**config.mk**
```make
export PLATFORM = sky130hd
export DESIGN_NAME = eth_fc_ctrl
export DESIGN_NICKNAME = d
export VERILOG_FILES = /design/src/rtl/fc_pkg.sv /design/src/rtl/fc_regs.sv /design/src/rtl/fc_backpressure.sv /design/src/rtl/fc_pause_gen.sv /design/src/rtl/fc_pause_obey.sv /design/src/rtl/eth_fc_ctrl.sv
export SDC_FILE = /design/constraint.sdc
export NUM_CORES = 1
export LEC_CHECK = 0
export ABC_AREA = 1
export BUFFER_PORTS_ARGS = -buffer_cell sky130_fd_sc_hd__clkbuf_2
export CAP_MARGIN = 40
export CORE_MARGIN = 1.5
export CORE_UTILIZATION = 35
export CTS_CLUSTER_DIAMETER = 40
export DETAILED_ROUTE_END_ITERATION = 10
export SKIP_CTS_REPAIR_TIMING = 1
export SYNTH_ARGS = -nofsm -noshare
export SYNTH_HDL_FRONTEND = slang
export SYNTH_SLANG_ARGS = --single-unit
```
**constraint.sdc**
```tcl
create_clock -name clk -period 2.7 [get_ports clk]
set_input_delay 0 -clock clk [delete_from_list [all_inputs] [get_ports clk]]
set_output_delay 0 -clock clk [all_outputs]
set_load 0.02 [all_outputs]
```
**src/rtl/fc_pkg.sv**
```systemverilog
package fc_pkg;
    typedef enum logic {
        FC_SEL_ENABLE = 1'b0,
        FC_SEL_BPLEN  = 1'b1
    } fc_sel_e;

    localparam int unsigned FC_EN_RXFD = 0;
    localparam int unsigned FC_EN_TXFD = 1;
    localparam int unsigned FC_EN_HD   = 2;
    localparam int unsigned FC_EN_W    = 3;
    localparam logic [FC_EN_W-1:0] FC_EN_RESET = 3'b111;
    localparam int unsigned FC_REG_W = 32;
endpackage

```
**src/rtl/fc_regs.sv**
```systemverilog
module fc_regs
    import fc_pkg::*;
#(
    parameter int unsigned BPL_W   = 6,
    parameter int unsigned BPL_RST = 12
) (
    input  logic                 clk,
    input  logic                 rst_n,
    input  logic                 wr_en,
    input  logic                 sel,
    input  logic [FC_REG_W-1:0]  wdata,
    output logic [FC_REG_W-1:0]  rdata,
    output logic [FC_EN_W-1:0]   en_bits,
    output logic [BPL_W-1:0]     bp_len
);
    typedef struct packed {
        logic [FC_EN_W-1:0] en;
        logic [BPL_W-1:0]   len;
    } regs_t;

    regs_t s_d, s_q;

    always_comb begin
        s_d = s_q;
        if (wr_en) begin
            if (sel == FC_SEL_ENABLE) s_d.en  = wdata[FC_EN_W-1:0];
            else                      s_d.len = wdata[BPL_W-1:0];
        end
    end

    always_ff @(posedge clk) begin
        if (!rst_n) begin
            s_q.en  <= FC_EN_RESET;
            s_q.len <= BPL_W'(BPL_RST);
        end else begin
            s_q <= s_d;
        end
    end

    always_comb begin
        rdata = '0;
        if (sel == FC_SEL_ENABLE) rdata[FC_EN_W-1:0] = s_q.en;
        else                      rdata[BPL_W-1:0]   = s_q.len;
    end

    assign en_bits = s_q.en;
    assign bp_len  = s_q.len;
endmodule

```
**src/rtl/fc_backpressure.sv**
```systemverilog
module fc_backpressure #(
    parameter int unsigned BPL_W = 6
) (
    input  logic             clk,
    input  logic             rst_n,
    input  logic             byte_tick,
    input  logic             enable,
    input  logic             half_duplex,
    input  logic             wm_high,
    input  logic             rx_carrier,
    input  logic [BPL_W-1:0] bp_len,
    output logic             jam
);
    typedef struct packed {
        logic             active;
        logic             armed;
        logic [BPL_W-1:0] cnt;
    } bp_t;

    bp_t s_d, s_q;
    logic             run;
    logic [BPL_W-1:0] len_eff;
    logic [BPL_W-1:0] cnt_nx;

    always_comb begin
        run     = enable && half_duplex;
        len_eff = (bp_len == '0) ? BPL_W'(1) : bp_len;
        cnt_nx  = (byte_tick && s_q.cnt != '0) ? s_q.cnt - 1'b1 : s_q.cnt;
        s_d     = s_q;
        if (!wm_high) s_d.armed = 1'b1;
        if (s_q.active) begin
            if (!run) begin
                s_d.active = 1'b0;
                s_d.cnt    = '0;
            end else begin
                s_d.cnt = cnt_nx;
                if (cnt_nx == '0 && !rx_carrier) s_d.active = 1'b0;
            end
        end else if (run && wm_high && s_q.armed) begin
            s_d.active = 1'b1;
            s_d.cnt    = len_eff;
            s_d.armed  = 1'b0;
        end
    end

    always_ff @(posedge clk) begin
        if (!rst_n) begin
            s_q.active <= 1'b0;
            s_q.armed  <= 1'b1;
            s_q.cnt    <= '0;
        end else begin
            s_q <= s_d;
        end
    end

    assign jam = s_q.active;
endmodule

```
**src/rtl/fc_pause_gen.sv**
```systemverilog
module fc_pause_gen #(
    parameter int unsigned      QW          = 16,
    parameter logic [QW-1:0]    XOFF_QUANTA = '1
) (
    input  logic          clk,
    input  logic          rst_n,
    input  logic          enable,
    input  logic          half_duplex,
    input  logic          wm_high,
    input  logic          wm_low,
    input  logic          ext_req,
    input  logic [QW-1:0] ext_quanta,
    output logic          send,
    output logic [QW-1:0] quanta
);
    typedef struct packed {
        logic          send;
        logic [QW-1:0] quanta;
        logic          paused;
        logic          ext_pend;
        logic          ext_prev;
    } pg_t;

    pg_t  s_d, s_q;
    logic active;
    logic pend_now;

    always_comb begin
        active     = enable && !half_duplex;
        pend_now   = s_q.ext_pend || (ext_req && !s_q.ext_prev);
        s_d          = s_q;
        s_d.send     = 1'b0;
        s_d.ext_prev = ext_req;
        s_d.ext_pend = pend_now;
        if (!active) begin
            s_d.ext_pend = 1'b0;
            s_d.paused   = 1'b0;
        end else if (wm_high && !s_q.paused) begin
            s_d.send   = 1'b1;
            s_d.quanta = XOFF_QUANTA;
            s_d.paused = 1'b1;
        end else if (s_q.paused && wm_low) begin
            s_d.send   = 1'b1;
            s_d.quanta = '0;
            s_d.paused = 1'b0;
        end else if (pend_now) begin
            s_d.send     = 1'b1;
            s_d.quanta   = ext_quanta;
            s_d.ext_pend = 1'b0;
        end
    end

    always_ff @(posedge clk) begin
        if (!rst_n) begin
            s_q <= '0;
        end else begin
            s_q <= s_d;
        end
    end

    assign send   = s_q.send;
    assign quanta = s_q.quanta;
endmodule

```
**src/rtl/fc_pause_obey.sv**
```systemverilog
module fc_pause_obey #(
    parameter int unsigned QW            = 16,
    parameter int unsigned QUANTUM_SHIFT = 6
) (
    input  logic          clk,
    input  logic          rst_n,
    input  logic          byte_tick,
    input  logic          enable,
    input  logic          rx_valid,
    input  logic [QW-1:0] rx_time,
    input  logic          frame_active,
    output logic          inhibit
);
    localparam int unsigned CNT_W = QW + QUANTUM_SHIFT;

    typedef struct packed {
        logic [CNT_W-1:0] cnt;
        logic             inh;
    } po_t;

    po_t s_d, s_q;

    always_comb begin
        s_d = s_q;
        if (!enable) begin
            s_d.cnt = '0;
        end else if (rx_valid) begin
            s_d.cnt = CNT_W'(rx_time) << QUANTUM_SHIFT;
        end else if (byte_tick && s_q.cnt != '0) begin
            s_d.cnt = s_q.cnt - 1'b1;
        end
        s_d.inh = (s_d.cnt != '0) && (s_q.inh || !frame_active);
    end

    always_ff @(posedge clk) begin
        if (!rst_n) begin
            s_q <= '0;
        end else begin
            s_q <= s_d;
        end
    end

    assign inhibit = s_q.inh;
endmodule

```
**src/rtl/eth_fc_ctrl.sv**
```systemverilog
module eth_fc_ctrl
    import fc_pkg::*;
#(
    parameter int unsigned           QUANTA_W      = 16,
    parameter int unsigned           QUANTUM_SHIFT = 6,
    parameter int unsigned           BPL_W         = 6,
    parameter int unsigned           BPL_RST       = 12,
    parameter logic [QUANTA_W-1:0]   XOFF_QUANTA   = '1
) (
    input  logic                clk,
    input  logic                rst_n,
    input  logic                byte_tick,
    input  logic                half_duplex,
    input  logic                wm_high,
    input  logic                wm_low,
    input  logic                rx_carrier,
    input  logic                tx_frame_active,
    input  logic                tx_pause_req,
    input  logic [QUANTA_W-1:0] tx_pause_quanta,
    input  logic                rx_pause_valid,
    input  logic [QUANTA_W-1:0] rx_pause_time,
    input  logic                reg_wr_en,
    input  logic                reg_sel,
    input  logic [31:0]         reg_wdata,
    output logic [31:0]         reg_rdata,
    output logic                jam_req,
    output logic                pause_send,
    output logic [QUANTA_W-1:0] pause_quanta,
    output logic                tx_inhibit
);
    logic [FC_EN_W-1:0] en_bits;
    logic [BPL_W-1:0]   bp_len;

    fc_regs #(.BPL_W(BPL_W), .BPL_RST(BPL_RST)) u_regs (
        .clk(clk), .rst_n(rst_n), .wr_en(reg_wr_en), .sel(reg_sel),
        .wdata(reg_wdata), .rdata(reg_rdata), .en_bits(en_bits), .bp_len(bp_len)
    );

    fc_backpressure #(.BPL_W(BPL_W)) u_bp (
        .clk(clk), .rst_n(rst_n), .byte_tick(byte_tick),
        .enable(en_bits[FC_EN_HD]), .half_duplex(half_duplex),
        .wm_high(wm_high), .rx_carrier(rx_carrier), .bp_len(bp_len), .jam(jam_req)
    );

    fc_pause_gen #(.QW(QUANTA_W), .XOFF_QUANTA(XOFF_QUANTA)) u_gen (
        .clk(clk), .rst_n(rst_n), .enable(en_bits[FC_EN_TXFD]),
        .half_duplex(half_duplex), .wm_high(wm_high), .wm_low(wm_low),
        .ext_req(tx_pause_req), .ext_quanta(tx_pause_quanta),
        .send(pause_send), .quanta(pause_quanta)
    );

    fc_pause_obey #(.QW(QUANTA_W), .QUANTUM_SHIFT(QUANTUM_SHIFT)) u_obey (
        .clk(clk), .rst_n(rst_n), .byte_tick(byte_tick),
        .enable(en_bits[FC_EN_RXFD]), .rx_valid(rx_pause_valid),
        .rx_time(rx_pause_time), .frame_active(tx_frame_active), .inhibit(tx_inhibit)
    );
endmodule

```
==> metrics.cfg <==
[placement]
gp_congestion=0.883
dpl-instance-area_sq_um=4180
dp_hpwl_mm=7.62
dp_slack_ns=0.444
dpl.cell_count=815
port_buffers=74

[global_routing]
grt_pass1_wl_mm=16.6
grt_pass1_vias=3732
antenna_found_initial=0
grt_max_degree=33
gr-total-overflow=0
grt_usage_pct=17.6

[synthesis]
synthTopCellsByArea=dfxtp_1, nand2_1, nor2_1, buf_4, o21ai_0
ys_seq_area_share_pct=30.8
synth_cell_types=32
yosys_warnings=0
synth_area_sq_um=3900
netlist.area_leader.share_pct=30.8
synthCells=633
yosysTopAreaCell=dfxtp_1
syn_area_per_cell_sq_um=6.16
synth_seq_cells=60

[route]
first_pass_iters=4
ant_nets=0
drtIter0Drc=172
viasPerCell=4.66
wl_per_cell_um=11.7
drc=0
wl_mm=9.82
vias=3926

[clocking]
cts_made_buffers=9
cts_buffer_depth=2
cts-htree-levels=3
cts_tree=done
clk_latency_ns=0.34
cts_root_buf=clkbuf_8
path_clk_slew_ns=0.08
clock-sinks=60

[pwr]
power.density_nw_per_um2=571
p_sw_mw=0.926
ir_drop_mv=0.340
p_clk_share_pct=33.2
p_seq_share_pct=39.3
switching_share_pct=36.1
p_comb_share_pct=27.5
total_leakage_power_nw=2.32
power.internal_mw=1.64

[outcome]
status=complete, but fails checks
violations=negative hold slack

[die]
dieArea_sq_um=11800
die_height_um=109
coreArea_sq_um=10800
pin_count=127
start_util_pct=36.0
rows=38
die_w_um=109

[layout]
area.growth.synth_to_final_pct=15.1
postLayoutCellArea_sq_um=4490
antennaDiodeCount=0
fin_cells=842
regArea_sq_um=1200
final.fill_count=1186
multi_input_area_sq_um=2120
final_nets=776
drive_gt1_share_pct=16.0

[timing]
fin_crit_sh_pct=84.9
fin_skew_ns=0.00822
setup_viol=0
finalHoldViolCount=1
tns_ns=0
final-max-slew-violation-count=0
whs_ns=-0.00450
rsz0062_at_grt=false
min_period_ns=2.29
worst_slack_ns=0.408
max_freq_mhz=436

[setup_path]
cp-start-kind=register
startpoint=u_obey.s_q[1]
r2r_start=u_obey.s_q[1]
critPathRequiredTime_ns=2.93
critPathKind=reg -> reg
crit_path_end_kind=register
worstPathArrival_ns=2.53
crit_path_max_fanout=12

[worst_hold_path]
hold_class=in -> reg
hp-start=wm_low

[run]
max_cap_viol_count=0

[state kept, by name, indices dropped and copies added (netlist names), 3 cells and up]
signal / cells
u_obey.s_q: 22
u_gen.quanta: 16
u_regs.bp_len: 6
u_regs.en_bits: 3
u_bp.s_q: 7
u_gen.s_q: 3
[final timing paths]
kind | end | slack, ns | depth (start not counted)
max | u_obey.inhibit | 0.41 | 14
min | u_gen.s_q[2] | -0.005 | 4
min reg2reg | u_gen.quanta[7] | 0.48 | 2
max reg2reg | u_obey.inhibit | 0.41 | 14
[synthesized netlist by cell type (all sizes together)]
cell type	count
nand2	166
nor2	121
inv	61
dfxtp	60
buf	53
o21ai	50
nand3	46
a21oi	14
o21a	13
clkbuf	11
nand4	11
nor3	7
o211ai	4
ha	3
xor2	3
o21bai	2
a31oi	1
clkinv	1
conb	1
nand3b	1
nor4	1
o221ai	1
o22ai	1
or2	1
[layer usage]
layer | track usage, % | share of wire (%)
met1 | 21.9 | 47
met2 | 29.9 | 48
met3 | 4.10 | 4.2
met4 | 5.45 | 1.5
met5 | 0 | 0
[power by group through the flow]
stage,Sequential (mW),Combinational [mW],Clock (mW)
after CTS,1.01,0.697,0.873
final,1.01,0.706,0.852
after global placement,1.03,0.679,0
after floorplan,1.02,0.578,0
after detailed placement,1.03,0.694,0
after global routing,1.02,0.808,0.914
[area by class of cell]
type / instances / area share [%]
Timing Repair Buffer: 92 / 12.3
Clock inverter: 7 / 1.84
Clock buffer: 9 / 2.76
Sequential cell: 60 / 26.7
Inverter: 62 / 5.18
Multi-Input combinational cell: 472 / 47.3
Tap cell: 140 / 3.90
[per-stage QoR]
step	util, %	power [mW]
2_1_floorplan	-	1.59
3_3_place_gp	38.3	1.71
3_5_place_dp	38.5	1.72
4_1_cts	40.4	2.58
5_1_grt	41.4	2.74
6_report	41.4	2.57
[kinds of logic after synthesis]
logic type | synth area share [%]
simple gates | 37.9
buf+inv | 17.2
compound gates | 12.4
flops | 30.8
xor+xnor | 0.674
fa+ha+maj | 0.962
other cells | 0.0961
[critical path, cell delays in order, from the launching register on]
cell	delay (ns)
dfxtp_1	0.36
inv_1	0.09
ha_1	0.28
nand2_2	0.17
nor2_2	0.06
nand3_2	0.09
nand2_2	0.17
nor2_1	0.29
nand2_1	0.11
nand3_1	0.12
nand2_1	0.06
nor2_1	0.09
nand2_1	0.06
nor2_1	0.14
a21oi_1	0.09
[layout by cell type, fill, tap and decap left out, types with 3 or more instances in the layout]
master,count
a21oi_1,14
inv_1,59
nor2_1,117
conb_1,26
nor3_1,7
clkbuf_2,74
o211ai_1,4
o21ai_0,50
nand3_1,44
dfxtp_1,60
nand4_2,3
o21a_1,13
nand4_1,8
nand2_1,163
nor2_2,4
clkbuf_8,9
xor2_1,3
nand2_2,3
dlygate4sd3_1,11
buf_4,6
ha_1,3
No activity file was read; power rests on OpenSTA's default activity.
